--- config.mk ---
export PLATFORM = sky130hd
export DESIGN_NAME = sobel_edge_mapper
export DESIGN_NICKNAME = d
export VERILOG_FILES = /design/src/rtl/sobel_edge_pkg.sv /design/src/rtl/sobel_edge_ctrl.sv /design/src/rtl/sobel_grad_pe.sv /design/src/rtl/sobel_edge_dp.sv /design/src/rtl/sobel_edge_mapper.sv
export SDC_FILE = /design/constraint.sdc
export NUM_CORES = 1
export LEC_CHECK = 0
export BUFFER_PORTS_ARGS = -buffer_cell sky130_fd_sc_hd__buf_2
export CAP_MARGIN = 5
export CORE_MARGIN = 2
export CORE_UTILIZATION = 54
export CTS_CLUSTER_SIZE = 16
export DETAILED_ROUTE_END_ITERATION = 8
export PLACE_DENSITY = 0.78
export SETUP_SLACK_MARGIN = 0.5
export SLEW_MARGIN = 20
export SYNTH_ARGS = -nofsm -noshare
export SYNTH_HDL_FRONTEND = slang
export SYNTH_SLANG_ARGS = --single-unit
--- constraint.sdc ---
create_clock -name clk -period 2.8 [get_ports clk]
set_input_delay 0.28 -clock clk [delete_from_list [all_inputs] [get_ports clk]]
set_output_delay 0.28 -clock clk [all_outputs]
set_load 0.05 [all_outputs]
--- src/rtl/sobel_edge_pkg.sv ---
package sobel_edge_pkg;
  // stage count from window sampling to registered edge decision
  localparam int STAGES = 5;

  typedef struct packed {
    logic [STAGES-1:0] load;  // load[k]: stage k+1 captures on this edge
  } pipe_ctrl_t;
endpackage

--- src/rtl/sobel_edge_ctrl.sv ---
module sobel_edge_ctrl
  import sobel_edge_pkg::*;
(
  input  logic       clk,
  input  logic       rst,
  input  logic       inValid,
  output pipe_ctrl_t ctl,
  output logic       outValid
);
  logic [STAGES-1:0] vld;

  always_ff @(posedge clk) begin
    if (rst) vld <= '0;
    else     vld <= {vld[STAGES-2:0], inValid};
  end

  always_comb begin
    ctl.load = {vld[STAGES-2:0], inValid};
  end

  assign outValid = vld[STAGES-1];

  AST_LATENCY_MATCH: assert property (@(posedge clk) disable iff (rst) outValid |-> $past(inValid, 5));
  AST_RESET_FLUSH: assert property (@(posedge clk) disable iff (rst) $fell(rst) |-> !outValid);
endmodule

--- src/rtl/sobel_grad_pe.sv ---
module sobel_grad_pe
  import sobel_edge_pkg::*;
#(
  parameter int PIX_W = 8
) (
  input  logic                 clk,
  input  logic                 rst,
  input  pipe_ctrl_t           ctl,
  input  logic [3*PIX_W-1:0]   aVec,
  input  logic [3*PIX_W-1:0]   bVec,
  output logic [PIX_W+1:0]     absQ
);
  localparam int DW = PIX_W + 1;             // one difference
  localparam int AW = PIX_W + 2;             // magnitude
  localparam int MAXABS = 4 * ((1 << PIX_W) - 1);

  logic signed [DW-1:0] diffQ [3];
  logic signed [DW:0]   outerQ;
  logic signed [DW:0]   midQ;
  logic signed [DW+1:0] sumC;
  logic        [DW+1:0] magC;

  // stage 1: three independent differences
  always_ff @(posedge clk) begin
    if (ctl.load[0]) begin
      for (int i = 0; i < 3; i++) begin
        diffQ[i] <= $signed({1'b0, aVec[i*PIX_W +: PIX_W]}) - $signed({1'b0, bVec[i*PIX_W +: PIX_W]});
      end
    end
  end

  // stage 2: outer pair summed, centre weighted by wiring
  always_ff @(posedge clk) begin
    if (ctl.load[1]) begin
      outerQ <= (DW+1)'(diffQ[0]) + (DW+1)'(diffQ[2]);
      midQ   <= {diffQ[1], 1'b0};
    end
  end

  // stage 3: combine and take magnitude
  always_comb begin
    sumC = (DW+2)'(outerQ) + (DW+2)'(midQ);
    magC = sumC[DW+1] ? $unsigned(-sumC) : $unsigned(sumC);
  end

  always_ff @(posedge clk) begin
    if (ctl.load[2]) absQ <= magC[AW-1:0];
  end

  AST_LANE_BOUND: assert property (@(posedge clk) disable iff (rst) ctl.load[3] |-> (32'(absQ) <= MAXABS));
endmodule

--- src/rtl/sobel_edge_dp.sv ---
module sobel_edge_dp
  import sobel_edge_pkg::*;
#(
  parameter int PIX_W = 8
) (
  input  logic                 clk,
  input  logic                 rst,
  input  pipe_ctrl_t           ctl,
  input  logic [9*PIX_W-1:0]   winPix,
  input  logic [PIX_W+2:0]     thr,
  output logic [PIX_W+2:0]     grad,
  output logic                 edgeFlag
);
  localparam int AW = PIX_W + 2;
  localparam int GW = PIX_W + 3;
  localparam int MAXGRAD = 8 * ((1 << PIX_W) - 1);

  logic [AW-1:0] laneAbs [2];
  logic [GW-1:0] sum4Q;
  logic [GW-1:0] gradQ;
  logic          edgeQ;

  // lane 0: horizontal (right column minus left), lane 1: vertical (bottom row minus top)
  for (genvar d = 0; d < 2; d++) begin : g_lane
    logic [3*PIX_W-1:0] aSel;
    logic [3*PIX_W-1:0] bSel;
    for (genvar i = 0; i < 3; i++) begin : g_tap
      localparam int AI = (d == 0) ? (3*i + 2) : (6 + i);
      localparam int BI = (d == 0) ? (3*i)     : i;
      assign aSel[i*PIX_W +: PIX_W] = winPix[AI*PIX_W +: PIX_W];
      assign bSel[i*PIX_W +: PIX_W] = winPix[BI*PIX_W +: PIX_W];
    end
    sobel_grad_pe #(.PIX_W(PIX_W)) u_pe (
      .clk (clk),
      .rst (rst),
      .ctl (ctl),
      .aVec(aSel),
      .bVec(bSel),
      .absQ(laneAbs[d])
    );
  end

  // stage 4: join the lanes
  always_ff @(posedge clk) begin
    if (ctl.load[3]) sum4Q <= GW'(laneAbs[0]) + GW'(laneAbs[1]);
  end

  // stage 5: registered compare
  always_ff @(posedge clk) begin
    if (ctl.load[4]) begin
      gradQ <= sum4Q;
      edgeQ <= (sum4Q > thr);
    end
  end

  assign grad     = gradQ;
  assign edgeFlag = edgeQ;

  AST_STRICT_COMPARE: assert property (@(posedge clk) disable iff (rst) ctl.load[4] |=> (edgeQ == (gradQ > $past(thr))));
  AST_GRAD_RANGE: assert property (@(posedge clk) disable iff (rst) ctl.load[4] |=> (32'(gradQ) <= MAXGRAD));
endmodule

--- src/rtl/sobel_edge_mapper.sv ---
module sobel_edge_mapper
  import sobel_edge_pkg::*;
#(
  parameter int PIX_W = 8
) (
  input  logic                 clk,
  input  logic                 rst,
  input  logic                 inValid,
  input  logic [9*PIX_W-1:0]   winPix,
  input  logic [PIX_W+2:0]     thr,
  output logic [PIX_W+2:0]     grad,
  output logic                 edgeFlag,
  output logic                 outValid
);
  pipe_ctrl_t ctl;

  sobel_edge_ctrl u_ctrl (
    .clk     (clk),
    .rst     (rst),
    .inValid (inValid),
    .ctl     (ctl),
    .outValid(outValid)
  );

  sobel_edge_dp #(.PIX_W(PIX_W)) u_dp (
    .clk     (clk),
    .rst     (rst),
    .ctl     (ctl),
    .winPix  (winPix),
    .thr     (thr),
    .grad    (grad),
    .edgeFlag(edgeFlag)
  );
endmodule

; ---- After elaboration in Yosys (flattened, before gate mapping)
; Memories as Yosys holds them, arrays and structs flattened. A register that Yosys moved wholly into a read port is not among the register bits.
; Cells that the tools add are included.
[classes]
shift = 0
div = 0
n_eq_ne = 0
multipliers = 0
n_reduce_logical = 0
magnitude_cmp = 1
n_addsub = 13
bitwise = 0
n_mux = 4
[ops]
columns = operator, count
row1 = $sub 8x8->9, 6
row2 = $add 10x10->11, 3
row3 = $add 9x9->10, 2
row4 = $mux 10, 2
row5 = $neg 10->10, 2
row6 = $gt 11x11->1, 1
row7 = $mux 1, 2
[word_totals]
elab_cells = 28
ramBits = 54
reg_bits = 68
n_memories = 2
latch_bits = 0
romBits = 0
[mem_list]
columns = memory, depth, word_bits, rd, rd_ports_with_merged_regs, write_ports, line_no
row1 = u_dp.g_lane[0].u_pe.diffQ, 3, 9, 3, 1, 3, sobel_grad_pe.sv:17  ; logic signed [DW-1:0] diffQ [3];
row2 = u_dp.g_lane[1].u_pe.diffQ, 3, 9, 3, 1, 3, sobel_grad_pe.sv:17

; ---- Depth between registers and ports, before layout
[depth]
ltp_word = 3
ltp_mapped = 10

; ---- Modules after synthesis
; A second synthesis with hierarchy kept.
[unflattened]
hier_cells = 741
hier_area_um2 = 8557.0
[by_module_without_submodules]
columns = module, instances, cells_per_inst, area_per_inst_um2, seq_area_each_um2
row1 = sobel_grad_pe at u_dp.g_lane[1].u_pe, 1, 309, 3534.6, 1681.6
row2 = sobel_grad_pe at u_dp.g_lane[0].u_pe, 1, 306, 3509.6, 1681.6
row3 = sobel_edge_dp, 1, 115, 1373.8, 690.7
row4 = sobel_edge_ctrl, 1, 11, 138.9, 100.1

; ---- Least setup slack after synthesis
; Ideal clock, no wire load.
[synth_path]
path_type = reg2reg
from = register u_dp.g_lane[1].u_pe.outerQ[1]
to = register u_dp.g_lane[1].u_pe.absQ[9] (data pin)
arrival_time_ps = 2378
setup_ps = 262
n_path_buf = 0
period_less_slack_ps = 2639
t_required_ps = 2538
path_stages_with_launch = 10
slack_ps = 161
cell_sequence = edfxtp_1 -> ha_1 -> fa_1 -> a211oi_1 -> o21ai_0 -> a221o_1 -> nor4b_2 -> mux2i_1 -> a211oi_1 -> xnor2_1
[synth_between]
elab_chain_cells = 3
[synth_rtl]
columns = item, line_no
row1 = "start, declared", sobel_grad_pe.sv:18  ; logic signed [DW:0] outerQ;
row2 = "start signal, assigned", sobel_grad_pe.sv:35  ; outerQ <= (DW+1)'(diffQ[0]) + (DW+1)'(diffQ[2]);
row3 = $add 10x10->11 *, sobel_grad_pe.sv:42  ; sumC = (DW+2)'(outerQ) + (DW+2)'(midQ);
row4 = $neg 10->10, sobel_grad_pe.sv:43  ; magC = sumC[DW+1] ? $unsigned(-sumC) : $unsigned(sumC);
row5 = $mux 10 *, sobel_grad_pe.sv:43
row6 = via u_dp.g_lane[1].u_pe.magC[9], sobel_grad_pe.sv:21  ; logic [DW+1:0] magC;
row7 = "end signal, assigned", sobel_grad_pe.sv:47  ; if (ctl.load[2]) absQ <= magC[AW-1:0];
row8 = "end, declared", sobel_grad_pe.sv:11  ; output logic [PIX_W+1:0] absQ
; The timed path passes the listed nets; every way through them passes the cells marked *.
; A chain may end at the register's enable or synchronous reset.

; ---- Worst setup path after layout
[layout_path]
from = register u_dp.g_lane[0].u_pe.midQ[3] (read register of u_dp.g_lane[0].u_pe.diffQ)
to = register u_dp.g_lane[0].u_pe.absQ[8] (data pin)
[layout_between]
elab_chain_cells = 3
[layout_rtl]
columns = item, line_no
row1 = "start, declared", sobel_grad_pe.sv:19  ; logic signed [DW:0] midQ;
row2 = $add 10x10->11 *, sobel_grad_pe.sv:42
row3 = $neg 10->10, sobel_grad_pe.sv:43
row4 = $mux 10 *, sobel_grad_pe.sv:43
row5 = via u_dp.g_lane[0].u_pe.magC[8], sobel_grad_pe.sv:21
row6 = "end signal, assigned", sobel_grad_pe.sv:47
row7 = "end, declared", sobel_grad_pe.sv:11
; Marks and branches as above.

==> flow_summary.ini <==
[outcome]
outcome = complete, no violations

[final_layout]
multi_input_area_um2 = 4110
area_delta_synth_final_pct = 19.7
nets = 1054
final_cell_mix = edfxtp_1, ha_1, inv_1
antennaDiodeCount = 0
fill_cells = 1138
final_common_cell = edfxtp_1
regArea_um2 = 4150
final_cells = 1049
drive_gt1_share_pct = 22.2

[grt]
grt_pass1_vias = 5555
grt_pass1_wl_um = 23900
grt_max_degree = 40
antenna_found_initial = 0
globalRouteOverflowTotal = 0
grt_usage_pct = 18.5

[cts]
root_buffer = clkbuf_16
clockBufferDepth = 2
cts_tree = done
worstSkewPairLatency_ns = 0.42
h-tree-depth = 4
clk_pin_slew_ns = 0.06
numClockSinks = 140
numCtsBuffers = 17

[critical_path]
crit_path_end_kind = flop
crit_path_max_incr_delay_ns = 0.42
worst-path-buf-inv = 0
path_class = reg -> reg
required_ns = 2.97
start_kind = flop
critical_path.top_delay_family = compound AO/OA/AOI/OAI gates
crit_arrival_ns = 2.74
worstPathCellList = ha_4, or2_4, a311o_1, a211o_2, a31oi_4, a21oi_4, a31oi_2, xnor2_1
cp_slowest_cell = edfxtp_1
cp.depth = 8
rr_worst_depth = 8
cp_max_fo = 8

[worst_hold_path]
hold_path_class = in -> reg
worstHoldPathCells = 2

[floorplan]
start_util_pct = 55.4
die_x_um = 129
die-area_um2 = 16600
rows = 45
die_h_um = 129
top_level_ports = 99
core_area_um2 = 15200

[yosys]
syn-num-nets = 928
yosysWarningCount = 0
ys_types = 51
synth_area_um2 = 8430
synth_area_per_cell_um2 = 11.6
synth_seq_cells = 140
synthArstFlopShare_pct = 0
seq_area_frac_synth_pct = 49.3
synth-edff-count = 135
postSynthCellCount = 724
synthFlopType = edfxtp_1

[flow_run]
drv_cap = 0

[sta]
drv_slew = 0
clock_skew_ns = 0.00498
setup-violations-final = 0
slew_headroom_pct = 42.9
fmax_mhz = 389
tightestPinTransition_ns = 0.855
period_minus_slack_ns = 2.57
setup_tns_ns = 0
layout_setup_ws_ns = 0.228
period_share_pct = 91.8
rsz0062_at_grt = true
finalHoldViolations = 0

[detailed_routing]
initialDrtViolationCount = 233
wl_um = 14200
drt-vias-per-instance = 5.24
vias = 5494
routedWlPerCell_um = 13.6
ant_nets = 0
drc = 0
dr.pass1.iters = 4

[place]
hpwl_um = 10900
place_congestion = 0.821
place_ws_ns = 0.147
port_buffers = 90
place_inst = 1008

[pwr]
combPwrFrac_pct = 29.4
vdd_drop_max_v = 0.000531
power_density_nw_per_um2 = 726
static-leakage-power_uw = 0.00446
intPower_uw = 5270
power_frac_seq_pct = 38.2
clkPwrFrac_pct = 32.4
swShare_pct = 28.0
net-switching-power_uw = 2050
==> what timing repair did <==
item                                    4_1_cts  5_1_grt
setup buffers                                 3        8
hold buffers                                  0        0
pin swaps                                     9       18
gates resized for setup                      10       33
endpoints found under the setup margin       19       24
==> synthesized netlist by cell type (all sizes together), types with 2 or more instances <==
library cell	count	area [um^2]
dfxtp	5	100
nand2	24	90.1
mux2i	2	20.0
a21o	20	151
o21bai	7	52.6
nand4	2	12.5
a31oi	5	37.5
a21oi	42	214
inv	102	383
nor3	11	55.1
o21a	10	75.1
o211ai	2	15.0
nor2b	22	138
nor2	40	150
a211o	3	27.5
a211oi	8	60.1
xnor2	30	263
nand2b	13	81.3
or2	4	25.0
a21boi	7	52.6
edfxtp	135	4050
fa	11	220
nand3	5	25.0
or4	2	15.0
and2	3	18.8
ha	107	1340
mux2	3	33.8
xor2	39	342
o21ai	43	215
==> final cells by class <==
type / count / share of cell area (%)
Inverter: 102 / 3.80
Clock buffer: 18 / 4.26
Sequential cell: 140 / 41.2
Clock inverter: 12 / 1.96
Tap cell: 188 / 2.33
Multi-Input combinational cell: 482 / 40.7
Timing Repair Buffer: 107 / 5.73
==> cells by family after synthesis <==
logic type | Yosys count | synth area share, %
adder cells (fa/ha/maj) | 118 | 18.5
AO/OA/AOI/OAI | 158 | 12.0
buffers and inverters | 102 | 4.54
flip-flops | 140 | 49.3
multiplexers | 5 | 0.638
AND/OR/NAND/NOR | 132 | 7.87
XOR/XNOR | 69 | 7.17
==> power by group through the flow <==
stage	registers, uW	clock network [uW]	logic (uW)
after floorplan	2810	0	1460
after global placement	2830	0	1840
after detailed placement	2840	0	1900
after CTS	2800	2410	1980
after global routing	2810	2490	2410
final	2790	2370	2150
==> stage by stage <==
step | total power, uW | cell area [um^2] | util [%] | hold WS, ns
floorplan | 4270 | 8480 | - | 0.352
detailed placement | 4740 | 9210 | 60.6 | 0.405
global route | 7710 | 10100 | 66.3 | 0.0804
finish | 7320 | 10100 | 66.3 | 0.0782
CTS | 7190 | 9890 | 65.1 | 0.0625
global placement | 4670 | 9210 | 60.6 | 0.403
==> state kept, by name, indices dropped and copies added (netlist names) <==
name and cells:
u_dp.sum4Q 11, u_dp.g_lane.u_pe.outerQ 20, u_ctrl.vld 5, u_dp.g_lane.u_pe.absQ 20, u_dp.g_lane.u_pe.midQ 18, u_dp.edgeFlag 1, u_dp.grad 11, u_dp.g_lane.u_pe.diffQ 54
==> path summary, 6_finish.rpt <==
kind                                                       from                          end  slack, ns
worst max-delay path                u_dp.g_lane[0].u_pe.midQ[3]  u_dp.g_lane[0].u_pe.absQ[8]       0.23
worst min-delay path                                        rst                u_ctrl.vld[4]       0.08
worst max register to register      u_dp.g_lane[0].u_pe.midQ[3]  u_dp.g_lane[0].u_pe.absQ[8]       0.23
worst min register to register  u_dp.g_lane[0].u_pe.diffQ[1][5]  u_dp.g_lane[0].u_pe.midQ[6]       0.42
==> metal layers <==
| metal | share of wire (%) | vias up | global-route usage (%) |
|---|---|---|---|
| li1 | - | 2823 | - |
| met1 | 41 | 2515 | 20.1 |
| met2 | 53 | 122 | 34.2 |
| met3 | 3.4 | 34 | 4.32 |
| met4 | 2.6 | 0 | 7.93 |
| met5 | 0 | - | 0 |
Power figures use the tool's default switching activity.
